## src/rtl/rvdec_pkg.sv

```systemverilog
package rvdec_pkg;

    localparam int XLEN   = 32;
    localparam int REG_W  = 5;
    localparam int OPC_W  = 7;
    localparam int F3_W   = 3;
    localparam int F7_W   = 7;
    localparam int KIND_W = 4;
    localparam int ALU_W  = 4;
    localparam int BR_W   = 3;

    localparam int RD_LSB  = OPC_W;
    localparam int F3_LSB  = RD_LSB + REG_W;
    localparam int RS1_LSB = F3_LSB + F3_W;
    localparam int RS2_LSB = RS1_LSB + REG_W;
    localparam int F7_LSB  = RS2_LSB + REG_W;

    localparam logic [OPC_W-1:0] OPC_OP     = 7'b0110011;
    localparam logic [OPC_W-1:0] OPC_OPIMM  = 7'b0010011;
    localparam logic [OPC_W-1:0] OPC_BRANCH = 7'b1100011;
    localparam logic [OPC_W-1:0] OPC_JAL    = 7'b1101111;
    localparam logic [OPC_W-1:0] OPC_JALR   = 7'b1100111;
    localparam logic [OPC_W-1:0] OPC_LUI    = 7'b0110111;
    localparam logic [OPC_W-1:0] OPC_LOAD   = 7'b0000011;
    localparam logic [OPC_W-1:0] OPC_STORE  = 7'b0100011;

    localparam logic [F7_W-1:0] F7_BASE = 7'b0000000;
    localparam logic [F7_W-1:0] F7_ALT  = 7'b0100000;
    localparam logic [F3_W-1:0] F3_WORD = 3'b010;

    typedef enum logic [KIND_W-1:0] {
        K_OP     = 4'd0,
        K_OPIMM  = 4'd1,
        K_BRANCH = 4'd2,
        K_JAL    = 4'd3,
        K_JALR   = 4'd4,
        K_LUI    = 4'd5,
        K_LOAD   = 4'd6,
        K_STORE  = 4'd7,
        K_UNSUP  = 4'd8
    } kind_e;

    typedef enum logic [ALU_W-1:0] {
        ALU_ADD  = 4'd0,
        ALU_SUB  = 4'd1,
        ALU_SLL  = 4'd2,
        ALU_SLT  = 4'd3,
        ALU_SLTU = 4'd4,
        ALU_XOR  = 4'd5,
        ALU_SRL  = 4'd6,
        ALU_SRA  = 4'd7,
        ALU_OR   = 4'd8,
        ALU_AND  = 4'd9
    } alu_e;

    typedef enum logic [BR_W-1:0] {
        BR_EQ  = 3'd0,
        BR_NE  = 3'd1,
        BR_LT  = 3'd2,
        BR_GE  = 3'd3,
        BR_LTU = 3'd4,
        BR_GEU = 3'd5
    } br_e;

    typedef enum logic [2:0] {
        FMT_NONE,
        FMT_I,
        FMT_S,
        FMT_B,
        FMT_J,
        FMT_U
    } imm_fmt_e;

    typedef struct packed {
        logic [F7_W-1:0]  f7;
        logic [REG_W-1:0] rs2;
        logic [REG_W-1:0] rs1;
        logic [F3_W-1:0]  f3;
        logic [REG_W-1:0] rd;
        logic [OPC_W-1:0] opcode;
    } fields_t;

    typedef struct packed {
        kind_e    kind;
        alu_e     alu;
        br_e      br;
        imm_fmt_e fmt;
        logic     reg_we;
        logic     mem_we;
        logic     mem_re;
    } ctrl_t;

    // funct3 -> ALU operation; 'alt' picks subtract / arithmetic shift
    function automatic alu_e alu_of_f3(input logic [F3_W-1:0] f3, input logic alt);
        alu_e r;
        case (f3)
            3'b000:  r = alt ? ALU_SUB : ALU_ADD;
            3'b001:  r = ALU_SLL;
            3'b010:  r = ALU_SLT;
            3'b011:  r = ALU_SLTU;
            3'b100:  r = ALU_XOR;
            3'b101:  r = alt ? ALU_SRA : ALU_SRL;
            3'b110:  r = ALU_OR;
            default: r = ALU_AND;
        endcase
        return r;
    endfunction

    function automatic br_e br_of_f3(input logic [F3_W-1:0] f3);
        br_e r;
        case (f3)
            3'b001:  r = BR_NE;
            3'b100:  r = BR_LT;
            3'b101:  r = BR_GE;
            3'b110:  r = BR_LTU;
            3'b111:  r = BR_GEU;
            default: r = BR_EQ;
        endcase
        return r;
    endfunction

endpackage

```

## src/rtl/rvdec_fields.sv

```systemverilog
module rvdec_fields
    import rvdec_pkg::*;
(
    input  logic [XLEN-1:0] instr,
    output fields_t         fields
);
    always_comb begin
        fields.opcode = instr[OPC_W-1:0];
        fields.rd     = instr[RD_LSB +: REG_W];
        fields.f3     = instr[F3_LSB +: F3_W];
        fields.rs1    = instr[RS1_LSB +: REG_W];
        fields.rs2    = instr[RS2_LSB +: REG_W];
        fields.f7     = instr[F7_LSB +: F7_W];
    end
endmodule

```

## src/rtl/rvdec_ctrl.sv

```systemverilog
module rvdec_ctrl
    import rvdec_pkg::*;
(
    input  logic [OPC_W-1:0] opcode,
    input  logic [F3_W-1:0]  f3,
    input  logic [F7_W-1:0]  f7,
    output ctrl_t            ctrl
);
    logic op_legal;
    logic opimm_legal;
    logic f3_is_shift_r;

    assign f3_is_shift_r = (f3 == 3'b101);

    // reg-reg: base funct7 for all, alternate only for add/sub and right shifts
    assign op_legal = (f7 == F7_BASE) ||
                      ((f7 == F7_ALT) && ((f3 == 3'b000) || f3_is_shift_r));

    // reg-imm: only the shift encodings constrain the upper bits
    always_comb begin
        case (f3)
            3'b001:  opimm_legal = (f7 == F7_BASE);
            3'b101:  opimm_legal = (f7 == F7_BASE) || (f7 == F7_ALT);
            default: opimm_legal = 1'b1;
        endcase
    end

    always_comb begin
        ctrl        = '0;
        ctrl.kind   = K_UNSUP;
        ctrl.alu    = ALU_ADD;
        ctrl.br     = BR_EQ;
        ctrl.fmt    = FMT_NONE;
        case (opcode)
            OPC_OP: if (op_legal) begin
                ctrl.kind   = K_OP;
                ctrl.alu    = alu_of_f3(f3, f7[5]);
                ctrl.reg_we = 1'b1;
            end
            OPC_OPIMM: if (opimm_legal) begin
                ctrl.kind   = K_OPIMM;
                ctrl.alu    = alu_of_f3(f3, f3_is_shift_r && f7[5]);
                ctrl.fmt    = FMT_I;
                ctrl.reg_we = 1'b1;
            end
            OPC_BRANCH: if (f3[2:1] != 2'b01) begin
                ctrl.kind = K_BRANCH;
                ctrl.br   = br_of_f3(f3);
                ctrl.fmt  = FMT_B;
            end
            OPC_JAL: begin
                ctrl.kind   = K_JAL;
                ctrl.fmt    = FMT_J;
                ctrl.reg_we = 1'b1;
            end
            OPC_JALR: if (f3 == 3'b000) begin
                ctrl.kind   = K_JALR;
                ctrl.fmt    = FMT_I;
                ctrl.reg_we = 1'b1;
            end
            OPC_LUI: begin
                ctrl.kind   = K_LUI;
                ctrl.fmt    = FMT_U;
                ctrl.reg_we = 1'b1;
            end
            OPC_LOAD: if (f3 == F3_WORD) begin
                ctrl.kind   = K_LOAD;
                ctrl.fmt    = FMT_I;
                ctrl.reg_we = 1'b1;
                ctrl.mem_re = 1'b1;
            end
            OPC_STORE: if (f3 == F3_WORD) begin
                ctrl.kind   = K_STORE;
                ctrl.fmt    = FMT_S;
                ctrl.mem_we = 1'b1;
            end
            default: ;
        endcase
    end
endmodule

```

## src/rtl/rvdec_imm.sv

```systemverilog
module rvdec_imm
    import rvdec_pkg::*;
(
    input  logic [XLEN-1:OPC_W] ibits,
    input  imm_fmt_e            fmt,
    output logic [XLEN-1:0]     imm
);
    localparam int MSB   = XLEN - 1;
    localparam int SX_I  = XLEN - 12;
    localparam int SX_B  = XLEN - 13;
    localparam int SX_J  = XLEN - 21;
    localparam int U_LOW = 12;

    logic sgn;
    assign sgn = ibits[MSB];

    always_comb begin
        case (fmt)
            FMT_I:   imm = {{SX_I{sgn}}, ibits[MSB:20]};
            FMT_S:   imm = {{SX_I{sgn}}, ibits[MSB:25], ibits[11:7]};
            FMT_B:   imm = {{SX_B{sgn}}, sgn, ibits[7], ibits[30:25], ibits[11:8], 1'b0};
            FMT_J:   imm = {{SX_J{sgn}}, sgn, ibits[19:12], ibits[20], ibits[30:21], 1'b0};
            FMT_U:   imm = {ibits[MSB:U_LOW], {U_LOW{1'b0}}};
            default: imm = '0;
        endcase
    end
endmodule

```

## src/rtl/instr_decoder.sv

```systemverilog
module instr_decoder
    import rvdec_pkg::*;
(
    input  logic [XLEN-1:0]   instr_i,
    output logic [KIND_W-1:0] kind_o,
    output logic [ALU_W-1:0]  alu_fn_o,
    output logic [BR_W-1:0]   br_fn_o,
    output logic [REG_W-1:0]  rd_o,
    output logic [REG_W-1:0]  rs1_o,
    output logic [REG_W-1:0]  rs2_o,
    output logic [XLEN-1:0]   imm_o,
    output logic              reg_we_o,
    output logic              mem_we_o,
    output logic              mem_re_o
);
    fields_t fields;
    ctrl_t   ctrl;

    rvdec_fields i_fields (
        .instr  (instr_i),
        .fields (fields)
    );

    rvdec_ctrl i_ctrl (
        .opcode (fields.opcode),
        .f3     (fields.f3),
        .f7     (fields.f7),
        .ctrl   (ctrl)
    );

    rvdec_imm i_imm (
        .ibits (instr_i[XLEN-1:OPC_W]),
        .fmt   (ctrl.fmt),
        .imm   (imm_o)
    );

    assign kind_o   = ctrl.kind;
    assign alu_fn_o = ctrl.alu;
    assign br_fn_o  = ctrl.br;
    assign rd_o     = fields.rd;
    assign rs1_o    = fields.rs1;
    assign rs2_o    = fields.rs2;
    assign reg_we_o = ctrl.reg_we;
    assign mem_we_o = ctrl.mem_we;
    assign mem_re_o = ctrl.mem_re;
endmodule

```

## config.mk

```make
export PLATFORM = sky130hd
export DESIGN_NAME = instr_decoder
export DESIGN_NICKNAME = d
export VERILOG_FILES = /design/src/rtl/rvdec_pkg.sv /design/src/rtl/rvdec_fields.sv /design/src/rtl/rvdec_ctrl.sv /design/src/rtl/rvdec_imm.sv /design/src/rtl/instr_decoder.sv
export SDC_FILE = /design/constraint.sdc
export NUM_CORES = 1
export LEC_CHECK = 0
export BUFFER_PORTS_ARGS = -buffer_cell sky130_fd_sc_hd__buf_2
export CAP_MARGIN = 15
export CORE_UTILIZATION = 30
export DETAILED_ROUTE_END_ITERATION = 10
export PLACE_DENSITY = 0.66
export SLEW_MARGIN = 20
export SYNTH_ARGS = -nofsm -noshare
export SYNTH_HDL_FRONTEND = slang
export SYNTH_SLANG_ARGS = --single-unit
```

## constraint.sdc

```tcl
create_clock -name vclk -period 2.4
set_clock_uncertainty 0.1 [all_clocks]
set_input_delay 0.24 -clock vclk [all_inputs]
set_output_delay 0.24 -clock vclk [all_outputs]
set_load 0.02 [all_outputs]
```

==> results of run 1 <==
cells by family after synthesis:
family,share of synthesized area
muxes,0.01005
and+or+nand+nor,0.4033
AOI/OAI and AO/OA,0.4033
buffers and inverters,0.1746
xor gates and xnor gates,0.008796
power by group through the flow:
stage | sequential, mW | clock (mW) | combinational [mW]
2_1_floorplan | 0 | 0 | 0.105
3_3_place_gp | 0 | 0 | 0.154
3_5_place_dp | 0 | 0 | 0.155
4_1_cts | 0 | 0 | 0.156
5_1_grt | 0 | 0 | 0.174
6_report | 0 | 0 | 0.158
cell usage in the layout, fill, tap and decap left out, types with 3 or more instances in the layout:
master     n
buf_2     93
nor2_1    15
nand2_1   15
a21oi_1   12
a21o_1    11
nand2b_1  10
o21ai_1    7
a21boi_1   6
and3_1     5
a22oi_1    5
inv_1      4
nor3_1     4
buf_4      4
a31oi_1    3
o21ai_0    3
through the flow:
step	total power, mW	instances
2_1_floorplan	0.1055	160
3_3_place_gp	0.1543	276
3_5_place_dp	0.1553	276
4_1_cts	0.1559	276
5_1_grt	0.1739	276
6_report	0.1584	276
routing by layer:
metal | vias up | routed length [µm] | global-route usage
li1 | 713 | - | -
met1 | 640 | 1544 | 0.2481
met2 | 72 | 1630 | 0.3162
met3 | 0 | 286 | 0.01310
met4 | 0 | 0 | 0
met5 | - | 0 | 0
path summary, 6_finish.rpt:
path / startpoint / endpoint / slack [ns] / depth (start not counted)
setup / recovery: instr_i[3] / imm_o[29] / 0.13 / 8
hold / removal: instr_i[17] / rs1_o[2] / 0.61 / 2
cell type report:
type	count	share of cell area
Multi-Input combinational cell	131	0.5964
Tap cell	44	0.03929
Timing Repair Buffer	97	0.3536
Inverter	4	0.01071
what timing repair did:
action,in CTS,in global routing
endpoints found under the hold margin,0,0
gates resized for setup,0,2
endpoints found under the setup margin,0,15
==> run summary, run 1 <==
Clk pwr share -> 0
Vias in the first global route -> 1103
Sw Ratio -> 0.6172
Total core area -> 0.003103 mm²
Period utilization -> 0.9474
Comb pwr share -> 1.000
Initial Util -> 0.3210
CP Capture Type -> output port
Fin crit period -> 2.274 ns
Startpoint Class -> input pin
Worst path most repeated cell -> buf_2
Post-synth cell types -> 44
Synth top area share -> 0.1206
Worst slew pin tran -> 0.5814 ns
Sequential cell count -> 0
Outcome -> completed
RSZ-0062 raised after global routing -> no
Die footprint -> 0.003555 mm²
Average wire per standard cell -> 12.54 µm
Max_cap viols -> 0
Congestion Overflow GR -> 0
YS warnings -> 0
Seq pwr share -> 0
Post-route ant nets -> 0
WS Path Type -> input pin to output port
Clock buffer cells -> 0
Num rows -> 20
Seq/Total Area, Yosys -> 0
Pwr Density -> 113.0 mW/mm²
CP max stage cell -> and4bb_2
Synth area leaders -> buf_4, a21o_1, nand2b_1, a21oi_1, nand2_1
GP Congestion -> 0.8891
Setup tns final -> 0 ns
Psw -> 0.09775 mW
Ant diodes -> 0
Syn_area_per_cell -> 6.225 µm²
Setup violators final -> 0
Area occupied by multi-input gates -> 835.8 µm²
Via-to-Cell Ratio -> 5.163
Via count -> 1425
Detailed Route Iter0 Violations -> 79
Critical path arrival -> 1.93 ns
Die height -> 59.62 µm
Port bufs -> 93
Post-place setup slack -> 0.1290 ns
Initial antenna violation count -> 0
Mapped Nets -> 192
Post-CTS setup buffer count -> 0
Cells along the critical path -> buf_2, and4bb_2, nand4b_1, o21a_1, a311oi_2, buf_4, a21o_1, buf_2
Top cells by count, synth -> buf_4, nand2_1, nor2_1
CP top delay family -> simple AND/OR/NAND/NOR gates
Internal -> 0.06062 mW
Worst Setup Slack, final -> 0.1261 ns
Required time worst endpoint -> 2.06 ns
Post-placement cell area -> 0.001388 mm²
Hold Vio Cnt, Final -> 0
Fillers -> 364
Register Area -> 0 µm²
P_leak -> 0.9346 nW
Pin count of the biggest net entering global routing -> 15
1st-pass router iterations -> 4
Synthesized area -> 996.0 µm²
Crit path buffers/inverters -> 3
Dpl hpwl -> 2.825 mm
Nets -> 266
Syn-to-layout area delta -> 40.70%
Worst VDD drop -> 0.03384 mV
Count leader, synth -> buf_4
Worst slew margin -> 0.6116
Worst min-delay path category -> input pin to output port
Hold bufs inserted after CTS -> 0
First-pass GRT wire length -> 5.064 mm
Worst path max stage delay -> 0.37 ns
Ports -> 93
Fin util -> 0.4516
WL final -> 3.461 mm
Total track usage -> 0.1779
Residual DRC -> 0
Gate Count Post-Synth -> 160
Hold slack -> 0.6142 ns
Cell taking the most area after synthesis -> buf_4
Finished Cell Area -> 0.001401 mm²
Peak Freq -> 0.4398 GHz
Slew Limit Fails -> 0
Die width -> 59.62 µm
Layout cell share with drive strength beyond 1 -> 0.4483
Crit Path Max Fanout -> 11
Note: power is estimated with default switching activity, not from simulation.
==> run 2: changes to the inputs <==
Clock period 2.4 ns to 2.17 ns, I/O delays scaled along.
==> run 2 against run 1 <==
Against the previous run: global-route usage decreased by 0.99 points; flip-flop and latch count unchanged; power is 21% higher; critical path depth stayed put; critical path type unchanged.
==> run summary, run 2 (synthesis gave the netlist of run 1 again) <==
Outcome -> completed
Critical path arrival -> 1.85 ns (-0.08 ns)
Hold Vio Cnt, Final -> 0 (unchanged)
Layout cell share with drive strength beyond 1 -> 0.4836 (+0.03533)
WS Path Type -> input pin to output port
Port bufs -> 93 (unchanged)
1st-pass router iterations -> 4 (unchanged)
Register Area -> 0 µm² (unchanged)
Num rows -> 20 (unchanged)
Setup tns final -> 0 ns (unchanged)
Vias in the first global route -> 1073 (-2.7%)
Peak Freq -> 0.4622 GHz
Nets -> 278 (+4.5%)
Ports -> 93 (unchanged)
Average wire per standard cell -> 12.30 µm (-2.0%)
CP max stage cell -> and4bb_4
Total track usage -> 0.1679 (-0.009932)
Die footprint -> 0.003555 mm² (unchanged)
RSZ-0062 raised after global routing -> yes
Post-route ant nets -> 0 (unchanged)
Fin util -> 0.5085 (+0.05686)
Residual DRC -> 0 (unchanged)
Clock buffer cells -> 0 (unchanged)
Sequential cell count -> 0 (unchanged)
Worst slew margin -> 0.6296 (+0.01802)
Total core area -> 0.003103 mm² (unchanged)
Most common cell after layout, fill and taps aside -> buf_2
Initial Util -> 0.3210 (unchanged)
CP Capture Type -> output port
Max_cap viols -> 0 (unchanged)
Worst slew pin tran -> 0.5545 ns (-0.02698 ns)
GP Congestion -> 0.9120 (+2.6%)
Cells along the critical path -> buf_8, and4bb_4, nand3b_1, or2_1, a311oi_2, buf_4, a21o_1, buf_6
Die width -> 59.62 µm (unchanged)
Die height -> 59.62 µm (unchanged)
Slew Limit Fails -> 0 (unchanged)
Detailed Route Iter0 Violations -> 70 (-11%)
Ant diodes -> 0 (unchanged)
Crit Path Max Fanout -> 7 (-4)
Period utilization -> 0.9970
Syn-to-layout area delta -> 58.42%
Pwr Density -> 121.5 mW/mm² (+7.5%)
Worst VDD drop -> 0.04418 mV (+31%)
Congestion Overflow GR -> 0 (unchanged)
Startpoint Class -> input pin
Pin count of the biggest net entering global routing -> 13 (-2)
Most frequent cells in the layout -> buf_2, buf_4, nand2_1, nor2_1, a21oi_1
Worst min-delay path category -> input pin to output port
P_leak -> 0.9994 nW (+6.9%)
Via-to-Cell Ratio -> 4.962 (-3.9%)
Fin crit period -> 2.164 ns
First-pass GRT wire length -> 4.816 mm (-4.9%)
Via count -> 1429 (+0.28%)
Dpl hpwl -> 2.740 mm (-3.0%)
Required time worst endpoint -> 1.85 ns (-0.21 ns)
WL final -> 3.541 mm (+2.3%)
Setup violators final -> 0 (unchanged)
Initial antenna violation count -> 0 (unchanged)
Hold bufs inserted after CTS -> 0 (unchanged)
Worst path max stage delay -> 0.38 ns (about the same)
-- run 2: cell types whose count changed in the layout (fill, tap and decap cells not counted), sizes merged --
cell,previous run,this run
buf,97,109
-- run 2: path summary, 6_finish.rpt --
kind | cells past startpoint | end | startpoint
max | 8 | imm_o[25] | instr_i[3]
min | 2 | rs1_o[2] | instr_i[17]
-- run 2: power by group --
group / leakage (nW) / internal, mW / switching [mW] / total [mW]
logic: 0.999 / 0.0803 / 0.111 / 0.192
clock network: 0 / 0 / 0 / 0
registers: 0 / 0 / 0 / 0
-- run 2: per-layer routing --
| metal | part of all wire | up-vias | track usage |
|---|---|---|---|
| met5 | 0 | - | 0 |
| met4 | 0 | 0 | 0 |
| met3 | 0.066 | 0 | 0.002183 |
| met2 | 0.48 | 65 | 0.2970 |
| met1 | 0.45 | 628 | 0.2416 |
| li1 | - | 736 | - |
-- run 2: final cells by class --
class / count / area, µm²
fillers: 342 / 1525
inverters: 4 / 15.01
multi-input cells: 131 / 848.3
well taps: 44 / 55.05
repair buffers: 109 / 659.4
-- run 2: critical path, delay by kind of cell --
kind | cells | cell delay, ns
AOI/OAI and AO/OA | 2 | 0.44
buffers and inverters | 3 | 0.42
and+or+nand+nor | 3 | 0.76
-- run 2: per-stage QoR --
| stage | setup WS [ns] | hold slack [ns] | cells | power [mW] | instance area [µm²] |
|---|---|---|---|---|---|
| after floorplan | 0.2456 | 0.4466 | 160 | 0.1175 | 1001 |
| after global placement | 0.02334 | 0.5683 | 284 | 0.1768 | 1453 |
| after detailed placement | -0.005730 | 0.5682 | 284 | 0.1777 | 1453 |
| after CTS | 0.003781 | 0.5682 | 284 | 0.1800 | 1461 |
| after global routing | -0.05997 | 0.5696 | 288 | 0.2089 | 1578 |
| final | 0.006490 | 0.5661 | 288 | 0.1918 | 1578 |
-- run 2: what timing repair did --
action	in CTS	in global routing
resized for setup	1	29
setup buffers	0	3
pin swaps	0	4
gates cloned	0	1
endpoints found under the setup margin	3	21
==> run 3: changes to the inputs <==
Settings changed: PLACE_DENSITY 0.66 to 0.71, RECOVER_POWER from default to 25.
==> run 3 against run 2 <==
Against the previous run: clock-buffer cell count unchanged; worst setup slack got worse by 0.0031 ns; critical endpoint is now imm_o[23]; first-iteration DRC count decreased by 47%; cell area decreased by 0.16%; critical path depth unchanged.
==> run summary, run 3 (synthesis gave the netlist of run 1 again) <==
Post-route ant nets -> 0 (unchanged)
Syn-to-layout area delta -> 58.17%
Most frequent cells in the layout -> buf_2, nand2_1, buf_4, nor2_1
Period utilization -> 0.9984 (+0.001433)
CP max stage cell -> and4bb_4
Sequential cell count -> 0 (unchanged)
Outcome -> completed
Post-placement cell area -> 0.001445 mm² (-0.52%)
Ports -> 93 (unchanged)
WS Path Type -> input pin to output port
Register Area -> 0 µm² (unchanged)
Total track usage -> 0.1815 (+0.01354)
Clock buffer cells -> 0 (unchanged)
Placed cell count -> 283 (-0.35%)
Post-place setup slack -> -0.03330 ns (-0.02756 ns)
Congestion Overflow GR -> 0 (unchanged)
Average wire per standard cell -> 12.56 µm (+2.2%)
CP top delay family -> compound AO/OA/AOI/OAI gates
Critical path arrival -> 1.85 ns (about the same)
Initial antenna violation count -> 0 (unchanged)
Dpl hpwl -> 2.818 mm (+2.9%)
Hold bufs inserted after CTS -> 0 (unchanged)
Worst min-delay path category -> input pin to output port
Peak Freq -> 0.4615 GHz (-0.14%)
Residual DRC -> 0 (unchanged)
Num rows -> 20 (unchanged)
Die footprint -> 0.003555 mm² (unchanged)
Hold Vio Cnt, Final -> 0 (unchanged)
Crit path buffers/inverters -> 3 (unchanged)
Fillers -> 344 (+0.58%)
Cells along the critical path -> buf_8, and4bb_4, nand4b_1, o21a_1, a311oi_2, buf_4, a21o_1, buf_6
CP Capture Type -> output port
Initial Util -> 0.3210 (unchanged)
1st-pass router iterations -> 4 (unchanged)
WL final -> 3.605 mm (+1.8%)
Pwr Density -> 121.1 mW/mm² (-0.41%)
Fin crit period -> 2.167 ns (+0.003109 ns)
Via-to-Cell Ratio -> 5.084 (+2.5%)
Worst slew margin -> 0.6658 (+0.03623)
Port bufs -> 93 (unchanged)
Ant diodes -> 0 (unchanged)
Most common cell after layout, fill and taps aside -> buf_2
Worst VDD drop -> 0.04553 mV (+3.0%)
RSZ-0062 raised after global routing -> yes
Die height -> 59.62 µm (unchanged)
Required time worst endpoint -> 1.85 ns (about the same)
Max_cap viols -> 0 (unchanged)
GP Congestion -> 0.9182 (+0.68%)
Die width -> 59.62 µm (unchanged)
Total power -> 0.1907 mW (-0.57%)
Non-filler cells, final -> 287 (-0.35%)
Vias in the first global route -> 1183 (+10%)
Crit Path Max Fanout -> 7 (unchanged)
Detailed Route Iter0 Violations -> 37 (-47%)
Total core area -> 0.003103 mm² (unchanged)
Pin count of the biggest net entering global routing -> 13 (unchanged)
Worst slew pin tran -> 0.5002 ns (-0.05423 ns)
Layout cell share with drive strength beyond 1 -> 0.4486 (-0.03505)
P_leak -> 0.9758 nW (-2.4%)
Worst path max stage delay -> 0.38 ns (about the same)
Setup violators final -> 0 (unchanged)
Slew Limit Fails -> 0 (unchanged)
Nets -> 277 (-0.36%)
Startpoint Class -> input pin
Finished Cell Area -> 0.001575 mm² (-0.16%)
First-pass GRT wire length -> 5.230 mm (+8.6%)
Via count -> 1459 (+2.1%)
Worst Setup Slack, final -> 0.003381 ns (-0.003109 ns)
==> run 3: cell types whose count changed in the layout (fill, tap and decap cells not counted) <==
cell,previous run,this run
mux2i_2,0,1
buf_4,19,15
buf_6,9,12
nor2b_2,1,2
nor2b_1,2,1
mux2i_1,1,0
buf_2,80,70
clkbuf_1,0,10
==> run 3: per-stage QoR <==
stage / util / hold WS [ns] / TNS (ns)
after detailed placement: 0.4657 / 0.5681 / -0.1693
after global routing: 0.5077 / 0.6015 / -0.8266
after CTS: 0.4685 / 0.5681 / 0
after floorplan: - / 0.4466 / 0
final: 0.5077 / 0.5952 / 0
after global placement: 0.4657 / 0.5687 / 0
==> run 3: per-layer routing <==
metal  up-vias  track usage  routed length (µm)
met3         2      0.01528                 266
met1       646       0.2442                1586
li1        736            -                   -
met4         0      0.02658                  16
met2        75       0.3194                1735
met5         -            0                   0
==> run 3: final cells by class <==
class,instances,area (µm²),share of cell area
inverters,4,15.01,0.009531
well taps,44,55.05,0.03495
multi-input cells,131,854.6,0.5425
repair buffers,108,650.6,0.4130
==> run 3: path summary, 6_finish.rpt <==
check | from | to | slack, ns | depth (start not counted)
max | instr_i[3] | imm_o[23] | 0.003 | 8
min | instr_i[17] | rs1_o[2] | 0.60 | 2
==> run 3: what timing repair did <==
item                       CTS  global route
pin swaps                    0             4
setup endpoints to repair   11            21
buffers inserted             0             3
cloned                       0             1
hold endpoints to repair     0             0
resized for setup            1            34
==> run 3: where the power goes <==
part           total (mW)  switching (mW)  internal (mW)
combinational       0.191           0.113         0.0779
clock                   0               0              0
sequential              0               0              0
total               0.191           0.113         0.0779
